--- config.mk ---
export PLATFORM = sky130hd
export DESIGN_NAME = sp_load_agu
export DESIGN_NICKNAME = d
export VERILOG_FILES = /design/src/rtl/sld_pkg.sv /design/src/rtl/sld_prefix_acc.sv /design/src/rtl/sld_disp_addr.sv /design/src/rtl/sld_load_seq.sv /design/src/rtl/sp_load_agu.sv
export SDC_FILE = /design/constraint.sdc
export NUM_CORES = 1
export LEC_CHECK = 0
export ABC_CLOCK_PERIOD_IN_PS = 2700
export BUFFER_PORTS_ARGS = -buffer_cell sky130_fd_sc_hd__buf_2
export CORE_MARGIN = 5
export CORE_UTILIZATION = 40
export CTS_CLUSTER_DIAMETER = 80
export CTS_CLUSTER_SIZE = 28
export DETAILED_ROUTE_END_ITERATION = 7
export GPL_TIMING_DRIVEN = 1
export PLACE_DENSITY_LB_ADDON = 0.25
export SKIP_CTS_REPAIR_TIMING = 1
export SLEW_MARGIN = 25
export SYNTH_ARGS = -nofsm -noshare
export SYNTH_HDL_FRONTEND = slang
export SYNTH_SLANG_ARGS = --single-unit
--- constraint.sdc ---
create_clock -name clk -period 2.7 [get_ports clk]
set_input_delay 0.27 -clock clk [delete_from_list [all_inputs] [get_ports clk]]
set_output_delay 0.27 -clock clk [all_outputs]
set_load 0.01 [all_outputs]
--- src/rtl/sld_pkg.sv ---
package sld_pkg;
   typedef enum logic [1:0] {
      ST_IDLE = 2'd0,
      ST_ADDR = 2'd1,
      ST_WB   = 2'd2
   } seq_state_t;

   localparam int          OPC_W    = 6;
   localparam logic [5:0]  LOAD_OPC = 6'b111011;
   localparam int          PTAG_W   = 3;
   localparam logic [2:0]  PFX_OPC  = 3'b110;
endpackage

--- src/rtl/sld_prefix_acc.sv ---
module sld_prefix_acc #(
   parameter int PFX_W = 13,
   parameter int HI_W  = 4
) (
   input  logic             clk,
   input  logic             rst_n,
   input  logic             pfx_push,
   input  logic [PFX_W-1:0] pfx_imm,
   input  logic             pfx_clear,
   output logic [1:0]       pfx_cnt,
   output logic [HI_W-1:0]  pfx_older,
   output logic [PFX_W-1:0] pfx_newer
);
   always_ff @(posedge clk or negedge rst_n) begin
      if (!rst_n) begin
         pfx_cnt   <= 2'd0;
         pfx_older <= '0;
         pfx_newer <= '0;
      end else if (pfx_push) begin
         pfx_older <= pfx_newer[HI_W-1:0];
         pfx_newer <= pfx_imm;
         if (pfx_cnt != 2'd2) pfx_cnt <= pfx_cnt + 2'd1;
      end else if (pfx_clear) begin
         pfx_cnt   <= 2'd0;
         pfx_older <= '0;
         pfx_newer <= '0;
      end
   end
endmodule

--- src/rtl/sld_disp_addr.sv ---
module sld_disp_addr #(
   parameter int ADDR_W = 24,
   parameter int DISP_W = 7,
   parameter int PFX_W  = 13,
   parameter int HI_W   = 4
) (
   input  logic [ADDR_W-1:0] sp,
   input  logic [DISP_W-1:0] disp_lo,
   input  logic              use_pfx,
   input  logic [1:0]        pfx_cnt,
   input  logic [HI_W-1:0]   pfx_older,
   input  logic [PFX_W-1:0]  pfx_newer,
   output logic [ADDR_W-1:0] eff_addr
);
   localparam int PAD0_W = ADDR_W - DISP_W;

   logic [ADDR_W-1:0] disp;

   always_comb begin
      disp = {{PAD0_W{1'b0}}, disp_lo};
      if (use_pfx) begin
         case (pfx_cnt)
            2'd1:    disp = {{HI_W{1'b0}}, pfx_newer, disp_lo};
            2'd2:    disp = {pfx_older, pfx_newer, disp_lo};
            default: disp = {{PAD0_W{1'b0}}, disp_lo};
         endcase
      end
   end

   assign eff_addr = sp + disp;
endmodule

--- src/rtl/sld_load_seq.sv ---
module sld_load_seq
   import sld_pkg::*;
#(
   parameter int ADDR_W     = 24,
   parameter int RSEL_W     = 3,
   parameter int ALIGN_BITS = 2
) (
   input  logic              clk,
   input  logic              rst_n,
   input  logic              accept_load,
   input  logic [ADDR_W-1:0] eff_addr,
   input  logic [RSEL_W-1:0] dst_sel,
   output logic              ready,
   output logic              mem_rd,
   output logic [ADDR_W-1:0] mem_addr,
   output logic              misalign_irq,
   output logic              rf_we,
   output logic [RSEL_W-1:0] rf_waddr
);
   seq_state_t        state_q, state_d;
   logic [ADDR_W-1:0] eff_q;

   always_comb begin
      state_d = state_q;
      case (state_q)
         ST_IDLE: if (accept_load) state_d = ST_ADDR;
         ST_ADDR: state_d = ST_WB;
         ST_WB:   state_d = accept_load ? ST_ADDR : ST_IDLE;
         default: state_d = ST_IDLE;
      endcase
   end

   always_ff @(posedge clk or negedge rst_n) begin
      if (!rst_n) begin
         state_q  <= ST_IDLE;
         eff_q    <= '0;
         rf_waddr <= '0;
      end else begin
         state_q <= state_d;
         if (accept_load) begin
            eff_q    <= eff_addr;
            rf_waddr <= dst_sel;
         end
      end
   end

   assign ready  = (state_q != ST_ADDR);
   assign mem_rd = (state_q == ST_ADDR);
   assign rf_we  = (state_q == ST_WB);

   generate
      if (ALIGN_BITS > 0) begin : g_align
         assign mem_addr     = {eff_q[ADDR_W-1:ALIGN_BITS], {ALIGN_BITS{1'b0}}};
         assign misalign_irq = mem_rd && (|eff_q[ALIGN_BITS-1:0]);
      end else begin : g_noalign
         assign mem_addr     = eff_q;
         assign misalign_irq = 1'b0;
      end
   endgenerate
endmodule

--- src/rtl/sp_load_agu.sv ---
module sp_load_agu
   import sld_pkg::*;
#(
   parameter int INSN_W     = 16,
   parameter int ADDR_W     = 24,
   parameter int DISP_W     = 7,
   parameter int PFX_W      = 13,
   parameter int HI_W       = 4,
   parameter int RSEL_W     = 3,
   parameter int DATA_W     = 32,
   parameter int REG_W      = 24,
   parameter int ALIGN_BITS = 2
) (
   input  logic              clk,
   input  logic              rst_n,
   input  logic              instr_valid,
   input  logic [INSN_W-1:0] instr,
   input  logic              in_delay_slot,
   output logic              instr_ready,
   input  logic [ADDR_W-1:0] sp,
   output logic              mem_rd,
   output logic [ADDR_W-1:0] mem_addr,
   input  logic [DATA_W-1:0] mem_rdata,
   output logic              misalign_irq,
   output logic              rf_we,
   output logic [RSEL_W-1:0] rf_waddr,
   output logic [REG_W-1:0]  rf_wdata
);
   localparam int RSEL_LSB = DISP_W;
   localparam int RSEL_MSB = DISP_W + RSEL_W - 1;
   localparam int OPC_LSB  = INSN_W - OPC_W;
   localparam int PTAG_LSB = INSN_W - PTAG_W;

   generate
      if (DISP_W + PFX_W + HI_W != ADDR_W) begin : g_bad_disp
         $error("displacement fields must add up to ADDR_W");
      end
      if (OPC_LSB != DISP_W + RSEL_W) begin : g_bad_fmt
         $error("load format does not fill the instruction");
      end
      if (PTAG_LSB != PFX_W) begin : g_bad_pfx
         $error("prefix immediate width does not fit the instruction");
      end
      if (REG_W > DATA_W || HI_W > PFX_W || HI_W < 1) begin : g_bad_w
         $error("register or prefix width out of range");
      end
      if (ALIGN_BITS >= ADDR_W) begin : g_bad_align
         $error("ALIGN_BITS too large");
      end
   endgenerate

   logic              accept, is_load, is_pfx;
   logic [1:0]        pfx_cnt;
   logic [HI_W-1:0]   pfx_older;
   logic [PFX_W-1:0]  pfx_newer;
   logic [ADDR_W-1:0] eff_addr;

   assign accept  = instr_valid && instr_ready;
   assign is_load = (instr[INSN_W-1:OPC_LSB] == LOAD_OPC);
   assign is_pfx  = (instr[INSN_W-1:PTAG_LSB] == PFX_OPC);

   sld_prefix_acc #(.PFX_W(PFX_W), .HI_W(HI_W)) i_pfx (
      .clk       (clk),
      .rst_n     (rst_n),
      .pfx_push  (accept && is_pfx),
      .pfx_imm   (instr[PFX_W-1:0]),
      .pfx_clear (accept && !is_pfx),
      .pfx_cnt   (pfx_cnt),
      .pfx_older (pfx_older),
      .pfx_newer (pfx_newer)
   );

   sld_disp_addr #(.ADDR_W(ADDR_W), .DISP_W(DISP_W), .PFX_W(PFX_W), .HI_W(HI_W)) i_addr (
      .sp        (sp),
      .disp_lo   (instr[DISP_W-1:0]),
      .use_pfx   (!in_delay_slot),
      .pfx_cnt   (pfx_cnt),
      .pfx_older (pfx_older),
      .pfx_newer (pfx_newer),
      .eff_addr  (eff_addr)
   );

   sld_load_seq #(.ADDR_W(ADDR_W), .RSEL_W(RSEL_W), .ALIGN_BITS(ALIGN_BITS)) i_seq (
      .clk          (clk),
      .rst_n        (rst_n),
      .accept_load  (accept && is_load),
      .eff_addr     (eff_addr),
      .dst_sel      (instr[RSEL_MSB:RSEL_LSB]),
      .ready        (instr_ready),
      .mem_rd       (mem_rd),
      .mem_addr     (mem_addr),
      .misalign_irq (misalign_irq),
      .rf_we        (rf_we),
      .rf_waddr     (rf_waddr)
   );

   assign rf_wdata = mem_rdata[REG_W-1:0];
endmodule

==> results of run 1 <==
final cells by class:
type,count,area (µm²)
clock buffers,6,72.6
clock inverters,2,16.3
fillers,856,4370
inverters,9,33.8
multi-input cells,261,2140
flip-flops and latches,48,1200
well taps,108,135
repair buffers,112,666
sequential cells by signal, summed over array words and instances, names as in the netlist:
name / flops
i_seq.rf_waddr: 3
i_seq.state_q: 2
i_pfx.pfx_newer: 13
i_pfx.pfx_older: 4
i_seq.eff_q: 24
i_pfx.pfx_cnt: 2
worst min-delay path by stage:
stage / to / slack, ns
after floorplan: i_pfx.pfx_cnt[0] / -0.03
after global placement: i_seq.eff_q[2] / 0.42
after detailed placement: i_seq.eff_q[4] / 0.45
after CTS: i_seq.eff_q[4] / 0.10
after global routing: i_seq.eff_q[4] / 0.15
final: i_seq.eff_q[4] / 0.07
through the flow:
step / setup slack (ns) / hold WS [ns]
CTS: -0.219 / 0.102
global placement: -0.140 / 0.422
global route: -0.167 / 0.149
detailed placement: -0.188 / 0.447
finish: -0.0313 / 0.0714
floorplan: 0.0165 / -0.0256
logic make-up after synthesis:
logic type	share of synthesized area
xor gates and xnor gates	0.0448
adders and majority gates	0.0947
muxes	0.0189
other	0.00107
and+or+nand+nor	0.150
buffers and inverters	0.125
AOI/OAI and AO/OA	0.225
DFF	0.342
synth_stat cells (all sizes together) (2+ instances only):
cell,n
nor2,9
o211ai,6
buf,50
and3,3
a2111oi,2
xor2,10
a21o,9
nor3,7
nand2b,6
nand2,41
o21a,3
or3,3
a21oi,22
inv,9
a211oi,4
and2,18
nand3,4
o21ai,32
nor4b,2
a22o,17
xnor2,8
and4,2
mux2,5
nor2b,3
a31oi,4
o22ai,2
clkbuf,9
dfrtp,48
ha,25
routing by layer:
| layer | up-vias | part of all wire | track usage |
|---|---|---|---|
| li1 | 1407 | - | - |
| met1 | 1353 | 0.45 | 0.204 |
| met2 | 65 | 0.50 | 0.253 |
| met3 | 8 | 0.048 | 0.0323 |
| met4 | 0 | 0.0081 | 0.0389 |
| met5 | - | 0 | 0 |
critical path: cells and delay by family, from the launching register on:
kind / cells / cell delay, ns
AND/OR/NAND/NOR: 4 / 0.76
AO/OA/AOI/OAI: 5 / 0.96
flip-flops: 1 / 0.41
buffers and inverters: 1 / 0.09
adder cells (fa/ha/maj): 2 / 0.42
report_power, final:
| part | leakage, nW | switching (mW) | internal [mW] | total (mW) |
|---|---|---|---|---|
| Clock | 0.0414 | 0.265 | 0.185 | 0.450 |
| Sequential | 0.648 | 0.0342 | 0.787 | 0.821 |
| Combinational | 1.42 | 0.222 | 0.189 | 0.411 |
==> impl_metrics.csv, run 1 <==
group,metric,value,unit
synth,netlist.area_leader.share,0.342,
synth,synth_warnings,0,
sta,setup_viol,4,
place,dp_hpwl,6.57,mm
setup_path,worstPathArrival,2.94,ns
setup_path,crit_end,"i_seq.eff_q[20]",
setup_path,reg2reg_to,"i_seq.eff_q[20]",
sta,max_freq,366,MHz
sta,fin_worst_skew,0.00963,ns
routing,detail_route.wl_per_cell,15.6,µm
final_layout,finish.utilization,0.494,
clock_tree,clock-sinks,48,
synth,netlist_instances,376,
synth,syn_area,3520,µm²
routing,dr_total_vias,2833,
setup_path,cpPeakStageDelay,0.41,ns
run,cap_viol_max_count,0,
synth,syn_avg_cell_area,9.35,µm²
synth,synth_area_leader_cell,"dfrtp_1",
run_status,violations,"setup timing",
routing,route.detailed.drc,0,
setup_path,r2r-start,"i_pfx.pfx_cnt[0]",
sta,rsz0062_at_grt,"true",
global_route,grt_overflow,0,
final_layout,syn_to_final_growth,21.4,%
floorplan,die_y,104,µm
routing,wirelength,8.49,mm
setup_path,slowest_stage,"dfrtp_1",
final_layout,antenna_cells,0,
final_layout,layout_commonest_cell,"buf_2",
setup_path,end_kind,"flop",
power,p_total,1.68,mW
sta,min_period_over_period,1.01,
sta,slew_headroom,0.415,
clock_tree,clk-insertion-delay-late,0.31,ns
routing,ant_nets,0,
setup_path,path_max_fanout,4,
clock_tree,h-tree-depth,2,
setup_path,path_class,"flop to flop",
global_route,grt_antenna_before_repair,0,
power,p_leak,2.11,nW
synth,synth-edff-count,0,
setup_path,worstPathCellList,"inv_2 > ha_4 > nor3_4 > and2_4 > ha_4 > a2111oi_4 > o21ai_2 > and4_4 > a21o_4 > a2111oi_4 > nor3_2 > o41ai_2",
synth,synthFlopType,"dfrtp_1",
place,placed_cell_area,3900,µm²
clock_tree,numCtsBuffers,5,
floorplan,die_x,104,µm
sta,finalHoldViolCount,0,
sta,tns,-0.0633,ns
synth,synthTopCellsByArea,"dfrtp_1 (34%), buf_4 (10%), ha_1 (8.9%)",
setup_path,start_kind,"flop",
clock_tree,path_clk_slew,0.10,ns
floorplan,start_util,0.407,
global_route,grt_pass1_vias,2852,
place,dp.cells,535,
floorplan,pin_count,131,
final_layout,final_area,4270,µm²
synth,ys_types,57,
setup_path,worstPathRequired,2.91,ns
setup_path,r2r_slack,-0.03,ns
global_route,grt_first_pass_wirelength,13.8,mm
global_route,grt.total_usage,0.153,
synth,synth-seq-cells,48,
floorplan,dieArea,10800,µm²
clock_tree,cts_root_buf,"clkbuf_8",
final_layout,mostFrequentLayoutCells,"buf_2 (73), dfrtp_1 (48), nand2_1 (39)",
power,powerDensity,394,nW/µm²
routing,drt_iter0_markers,52,
place,io_buffers,72,
setup_path,r2r_cells,12,
sta,min_period,2.73,ns
routing,vias_per_cell,5.19,
clock_tree,tritoncts,"done",
sta,drv_slew,0,
floorplan,rows,34,
setup_path,crit_start,"i_pfx.pfx_cnt[0]",
floorplan,core,8640,µm²
routing,dr.pass1.iters,4,
global_route,grt_max_degree,39,
final_layout,drive_above_1_share,0.409,
hold_path,hp-class,"input port to asynchronous set/reset pin",
sta,tightest_slew,0.878,ns
place,gp_congestion,0.814,
final_layout,layout.cells.non_filler,546,
clock_tree,clk_path_buf_depth,2,
final_layout,nNetsFinal,539,
run_status,status,"finished, violations left",
synth,ys_async_sr_fraction,1.00,
sta,fin_ws,-0.0313,ns
synth,ys_seq_area_frac,0.342,
power,vdd_drop_max,198,µV
Note: power is estimated with default switching activity, not from simulation.
==> run 2, diff against run 1 <==
- BUFFER_PORTS_ARGS: -buffer_cell sky130_fd_sc_hd__buf_2 -> -buffer_cell sky130_fd_sc_hd__buf_4
- REMOVE_ABC_BUFFERS: unset -> 1
==> run 2 against run 1 <==
The flow finishes with violations (hold timing, setup timing). Sequential cell count stayed put. Count of clock-buffer cells in the layout is 1 lower. Maximum frequency is 0.75% lower. Via count is 0.35% lower. Clock skew is 0.0028 ns lower. Critical endpoint unchanged. Total power is 8.2% higher.
==> impl_metrics.csv, run 2 (synthesis gave the netlist of run 1 again) <==
group,metric,value,unit
setup_path,worstPathCellList,"inv_2 > ha_2 > nor2_4 > nor3_2 > buf_4 > buf_4 > and2_4 > ha_4 > a2111oi_4 > o21ai_2 > and4_4 > a21o_4 > a2111oi_4 > nor3_1 > o41ai_1",
run_status,status,"finished, violations left",
setup_path,r2r-start,"i_pfx.pfx_cnt[1]",
final_layout,drive_above_1_share,0.410,
setup_path,crit_buf_inv,3,
routing,vias_per_cell,5.18,
setup_path,path_class,"flop to flop",
setup_path,slowest_stage,"dfrtp_1",
routing,route.detailed.drc,0,
setup_path,reg2reg_to,"i_seq.eff_q[20]",
clock_tree,clk-insertion-delay-late,0.31,ns
sta,fin_ws,-0.0519,ns
power,p_clk_frac,0.299,
setup_path,cpPeakStageDelay,0.42,ns
sta,rsz0062_at_grt,"true",
setup_path,start_kind,"flop",
setup_path,worstPathRequired,2.91,ns
setup_path,end_kind,"flop",
clock_tree,clk_path_buf_depth,2,
sta,min_period,2.75,ns
place,placed_cell_area,4080,µm²
sta,tns,-0.0940,ns
power,p_sw,527,µW
sta,slew_headroom,0.586,
clock_tree,path_clk_slew,0.10,ns
power,p_comb_frac,0.247,
routing,ant_nets,0,
run_status,violations,"hold timing, setup timing",
clock_tree,tritoncts,"done",
power,powerDensity,412,nW/µm²
setup_path,path_max_fanout,5,
global_route,grt_first_pass_wirelength,14.8,mm
global_route,grt_max_degree,49,
floorplan,core,8640,µm²
routing,drt_iter0_markers,26,
sta,timing.hold.ws,-0.0309,ns
clock_tree,clock-sinks,48,
final_layout,top_regs,"i_seq.eff_q x24, i_pfx.pfx_newer x13, i_pfx.pfx_older x4",
setup_path,worstPathArrival,2.96,ns
final_layout,fillerInstances,798,
place,dp_hpwl,7.21,mm
place,gp_congestion,0.858,
global_route,grt_overflow,0,
power,p_leak,2.15,nW
hold_path,hp-class,"input port to asynchronous set/reset pin",
routing,dr.pass1.iters,4,
floorplan,die_y,104,µm
routing,wirelength,9.26,mm
final_layout,final_area,4420,µm²
floorplan,rows,34,
final_layout,layout_commonest_cell,"buf_4",
power,power.share.switching,0.290,
final_layout,largest_reg_flops,24,
floorplan,die_x,104,µm
final_layout,mostFrequentLayoutCells,"buf_4 (111), dfrtp_1 (48), nand2_1 (39)",
sta,setup_viol,4,
power,pwr-share-seq,0.454,
floorplan,start_util,0.407,
clock_tree,cts_root_buf,"clkbuf_8",
final_layout,antenna_cells,0,
sta,max_freq,363,MHz
setup_path,r2r_slack,-0.05,ns
final_layout,syn_to_final_growth,25.6,%
power,internal_power,1.29,mW
floorplan,pin_count,131,
clock_tree,h-tree-depth,2,
routing,detail_route.wl_per_cell,17.0,µm
sta,drv_slew,0,
routing,dr_total_vias,2823,
global_route,grt_pass1_vias,2959,
setup_path,r2r_cells,15,
final_layout,nNetsFinal,538,
sta,min_period_over_period,1.02,
setup_path,cpLargestDelayFamily,"compound AO/OA/AOI/OAI gates",
global_route,grt.total_usage,0.167,
place,io_buffers,72,
global_route,grt_antenna_before_repair,0,
run,cap_viol_max_count,0,
power,vdd_drop_max,238,µV
sta,fin_worst_skew,0.00683,ns
clock_tree,numCtsBuffers,5,
floorplan,dieArea,10800,µm²
sta,finalHoldViolCount,48,
sta,tightest_slew,0.621,ns
final_layout,regMostFlops,"i_seq.eff_q",
-- run 2: cell types whose count changed in the layout (fill, tap and decap cells not counted), moves of 2 or more --
cell / delta
a21oi_1: -2
a21oi_2: +3
buf_2: -73
buf_4: +74
buf_6: -2
-- run 2: worst max path at each step --
stage                      from               to  cells past startpoint
3_3_place_gp   i_pfx.pfx_cnt[0]  i_seq.eff_q[18]                     13
5_1_grt        i_pfx.pfx_cnt[0]  i_seq.eff_q[16]                     13
4_1_cts        i_pfx.pfx_cnt[0]  i_seq.eff_q[18]                     13
6_report       i_pfx.pfx_cnt[1]  i_seq.eff_q[20]                     15
2_1_floorplan  i_pfx.pfx_cnt[0]  i_seq.eff_q[18]                     12
3_5_place_dp   i_pfx.pfx_cnt[0]  i_seq.eff_q[18]                     13
-- run 2: per-layer routing --
layer	up-vias	part of all wire	track usage
li1	1407	-	-
met1	1334	0.45	0.219
met2	73	0.47	0.260
met3	7	0.068	0.0659
met5	-	0.0027	0.0286
met4	2	0.0059	0.0287
-- run 2: layout make-up --
| class | instances | area [µm²] | area share |
|---|---|---|---|
| Tap cell | 108 | 135 | 0.0306 |
| Clock inverter | 3 | 42.5 | 0.00963 |
| Inverter | 9 | 33.8 | 0.00765 |
| Multi-Input combinational cell | 261 | 2100 | 0.476 |
| Timing Repair Buffer | 111 | 833 | 0.189 |
| Clock buffer | 5 | 68.8 | 0.0156 |
| Sequential cell | 48 | 1200 | 0.272 |
-- run 2: power groups by stage --
stage | logic, mW | registers (mW) | clock network (mW)
after floorplan | 0.183 | 0.860 | 0
after global placement | 0.426 | 0.837 | 0
after detailed placement | 0.434 | 0.841 | 0
after CTS | 0.435 | 0.827 | 0.558
after global routing | 0.500 | 0.836 | 0.580
final | 0.449 | 0.825 | 0.545
-- run 2: per-stage QoR --
step                      worst slack (ns)  instances  hold WS, ns  power, mW  utilization
after floorplan                     -0.328        318      -0.0256       1.04            -
after global placement              -0.136        536        0.333       1.26        0.472
after detailed placement            -0.205        536        0.340       1.27        0.472
after CTS                           -0.224        544     0.000590       1.82        0.485
after global routing                -0.189        545       0.0189       1.92        0.511
final                              -0.0519        545      -0.0309       1.82        0.511
==> run 3, diff against run 2 <==
- BUFFER_PORTS_ARGS: -buffer_cell sky130_fd_sc_hd__buf_4 -> -buffer_cell sky130_fd_sc_hd__buf_2
- CORE_UTILIZATION: 40 -> 45
==> run 3 against run 2 <==
The run still ends with hold timing, setup timing left. Largest cell class unchanged. Critical endpoint is now i_seq.eff_q[18]. Via count grew 3.7%. Die area shrank 10%. Maximum frequency shrank 1.8%. Largest power group unchanged. Non-clock buffer count grew 6. Routed wire length grew 1.1%.
==> impl_metrics.csv, run 3 (synthesis gave the netlist of run 1 again) <==
group,metric,value,unit
run_status,status,"finished, violations left",
run_status,violations,"hold timing, setup timing",
floorplan,pin_count,131,
sta,fin_worst_skew,0.00437,ns
routing,vias_per_cell,5.37,
setup_path,crit_path_frequent_cell,"ha_4",
clock_tree,clk_path_buf_depth,2,
clock_tree,numCtsBuffers,5,
power,p_leak,2.13,nW
final_layout,nNetsFinal,544,
final_layout,multi_input_area,2130,µm²
setup_path,worstPathRequired,2.89,ns
setup_path,slowest_stage,"dfrtp_1",
setup_path,worstPathCellList,"inv_2 > ha_4 > nor2_4 > nor3_2 > buf_4 > buf_6 > and2_4 > ha_4 > a2111oi_4 > o21ai_2 > and4_4 > a21o_4 > a31oi_4 > xor2_1 > o21ai_1",
setup_path,cpPeakStageDelay,0.42,ns
final_layout,antenna_cells,0,
final_layout,drive_above_1_share,0.404,
routing,ant_nets,0,
hold_path,hp-class,"input port to asynchronous set/reset pin",
global_route,grt_pass1_vias,2919,
place,gp_congestion,0.868,
sta,tns,-0.281,ns
final_layout,largest_reg_flops,24,
sta,min_period_over_period,1.04,
global_route,grt_max_degree,49,
global_route,grt.total_usage,0.188,
sta,fin_ws,-0.104,ns
floorplan,rows,32,
setup_path,start_kind,"flop",
floorplan,die_x,98.4,µm
floorplan,die_y,98.4,µm
final_layout,regMostFlops,"i_seq.eff_q",
sta,tightest_slew,0.628,ns
clock_tree,clk-insertion-delay-late,0.31,ns
final_layout,layout_commonest_cell,"buf_2",
sta,slew_headroom,0.581,
routing,detail_route.wl_per_cell,17.2,µm
global_route,grt_overflow,0,
setup_path,crit_buf_inv,3,
clock_tree,clock-sinks,48,
sta,rsz0062_at_grt,"true",
floorplan,dieArea,9680,µm²
power,vdd_drop_max,203,µV
clock_tree,tritoncts,"done",
final_layout,mostFrequentLayoutCells,"buf_2 (71), dfrtp_1 (48), buf_4 (44)",
setup_path,worstPathArrival,2.99,ns
clock_tree,path_clk_slew,0.10,ns
global_route,grt_antenna_before_repair,0,
sta,max_freq,357,MHz
final_layout,top_regs,"i_seq.eff_q x24, i_pfx.pfx_newer x13, i_pfx.pfx_older x4",
sta,finalHoldViolCount,48,
routing,drt_iter0_markers,45,
routing,wirelength,9.36,mm
sta,drv_slew,0,
final_layout,syn_to_final_growth,22.0,%
place,io_buffers,72,
routing,route.detailed.drc,0,
setup_path,end_kind,"flop",
sta,timing.hold.ws,-0.0298,ns
setup_path,path_max_fanout,8,
routing,dr_total_vias,2927,
final_layout,seq_area,1200,µm²
final_layout,fillerInstances,713,
floorplan,start_util,0.457,
power,powerDensity,394,nW/µm²
clock_tree,cts_root_buf,"clkbuf_8",
setup_path,path_class,"flop to flop",
sta,min_period,2.80,ns
global_route,grt_first_pass_wirelength,14.7,mm
routing,dr.pass1.iters,4,
clock_tree,h-tree-depth,2,
run,cap_viol_max_count,0,
setup_path,cpLargestDelayFamily,"compound AO/OA/AOI/OAI gates",
sta,setup_viol,5,
place,dp_hpwl,7.18,mm
floorplan,core,7690,µm²
==> run 3: changes by cell type in the layout (fill, tap and decap cells not counted), sizes merged <==
cell    change
buf         +6
clkbuf      +1
bufinv      -1
==> run 3: stage by stage <==
step           utilization  cell area (µm²)  total power [mW]  setup WS [ns]  cells
3_3_place_gp         0.508             3900              1.21         -0.148    532
4_1_cts              0.520             4000              1.69         -0.279    540
3_5_place_dp         0.508             3910              1.23         -0.254    532
2_1_floorplan            -             3120              1.04         -0.328    318
5_1_grt              0.558             4290              1.80         -0.238    545
6_report             0.558             4290              1.69         -0.104    545
==> run 3: final timing paths <==
kind	startpoint	to	slack, ns	cells past startpoint
min reg2reg	i_seq.eff_q[14]	i_seq.eff_q[14]	0.48	2
max in group asynchronous	rst_n	i_pfx.pfx_newer[6]	2.30	1
max	i_pfx.pfx_cnt[0]	i_seq.eff_q[18]	-0.10	15
min in group clk	instr[9]	i_pfx.pfx_newer[9]	0.19	2
max reg2reg	i_pfx.pfx_cnt[0]	i_seq.eff_q[18]	-0.10	15
min	rst_n	i_seq.eff_q[17]	-0.03	1
==> run 3: cell type report <==
cell class,count,area share
clock buffers,6,0.0169
flip-flops and latches,48,0.280
well taps,102,0.0297
inverters,9,0.00787
multi-input cells,261,0.497
clock inverters,2,0.00379
repair buffers,117,0.165
==> run 3: metal layers <==
metal,wire length [µm],track usage,vias up
li1,-,-,1417
met1,4280,0.254,1404
met2,4280,0.291,98
met3,706,0.0643,8
met4,93,0.0389,0
met5,0,0.0256,-
==> run 3: where the power goes <==
group	switching, mW	internal [mW]	total (mW)
registers	0.0344	0.787	0.821
clock network	0.270	0.185	0.455
logic	0.222	0.191	0.413
total	0.527	1.16	1.69
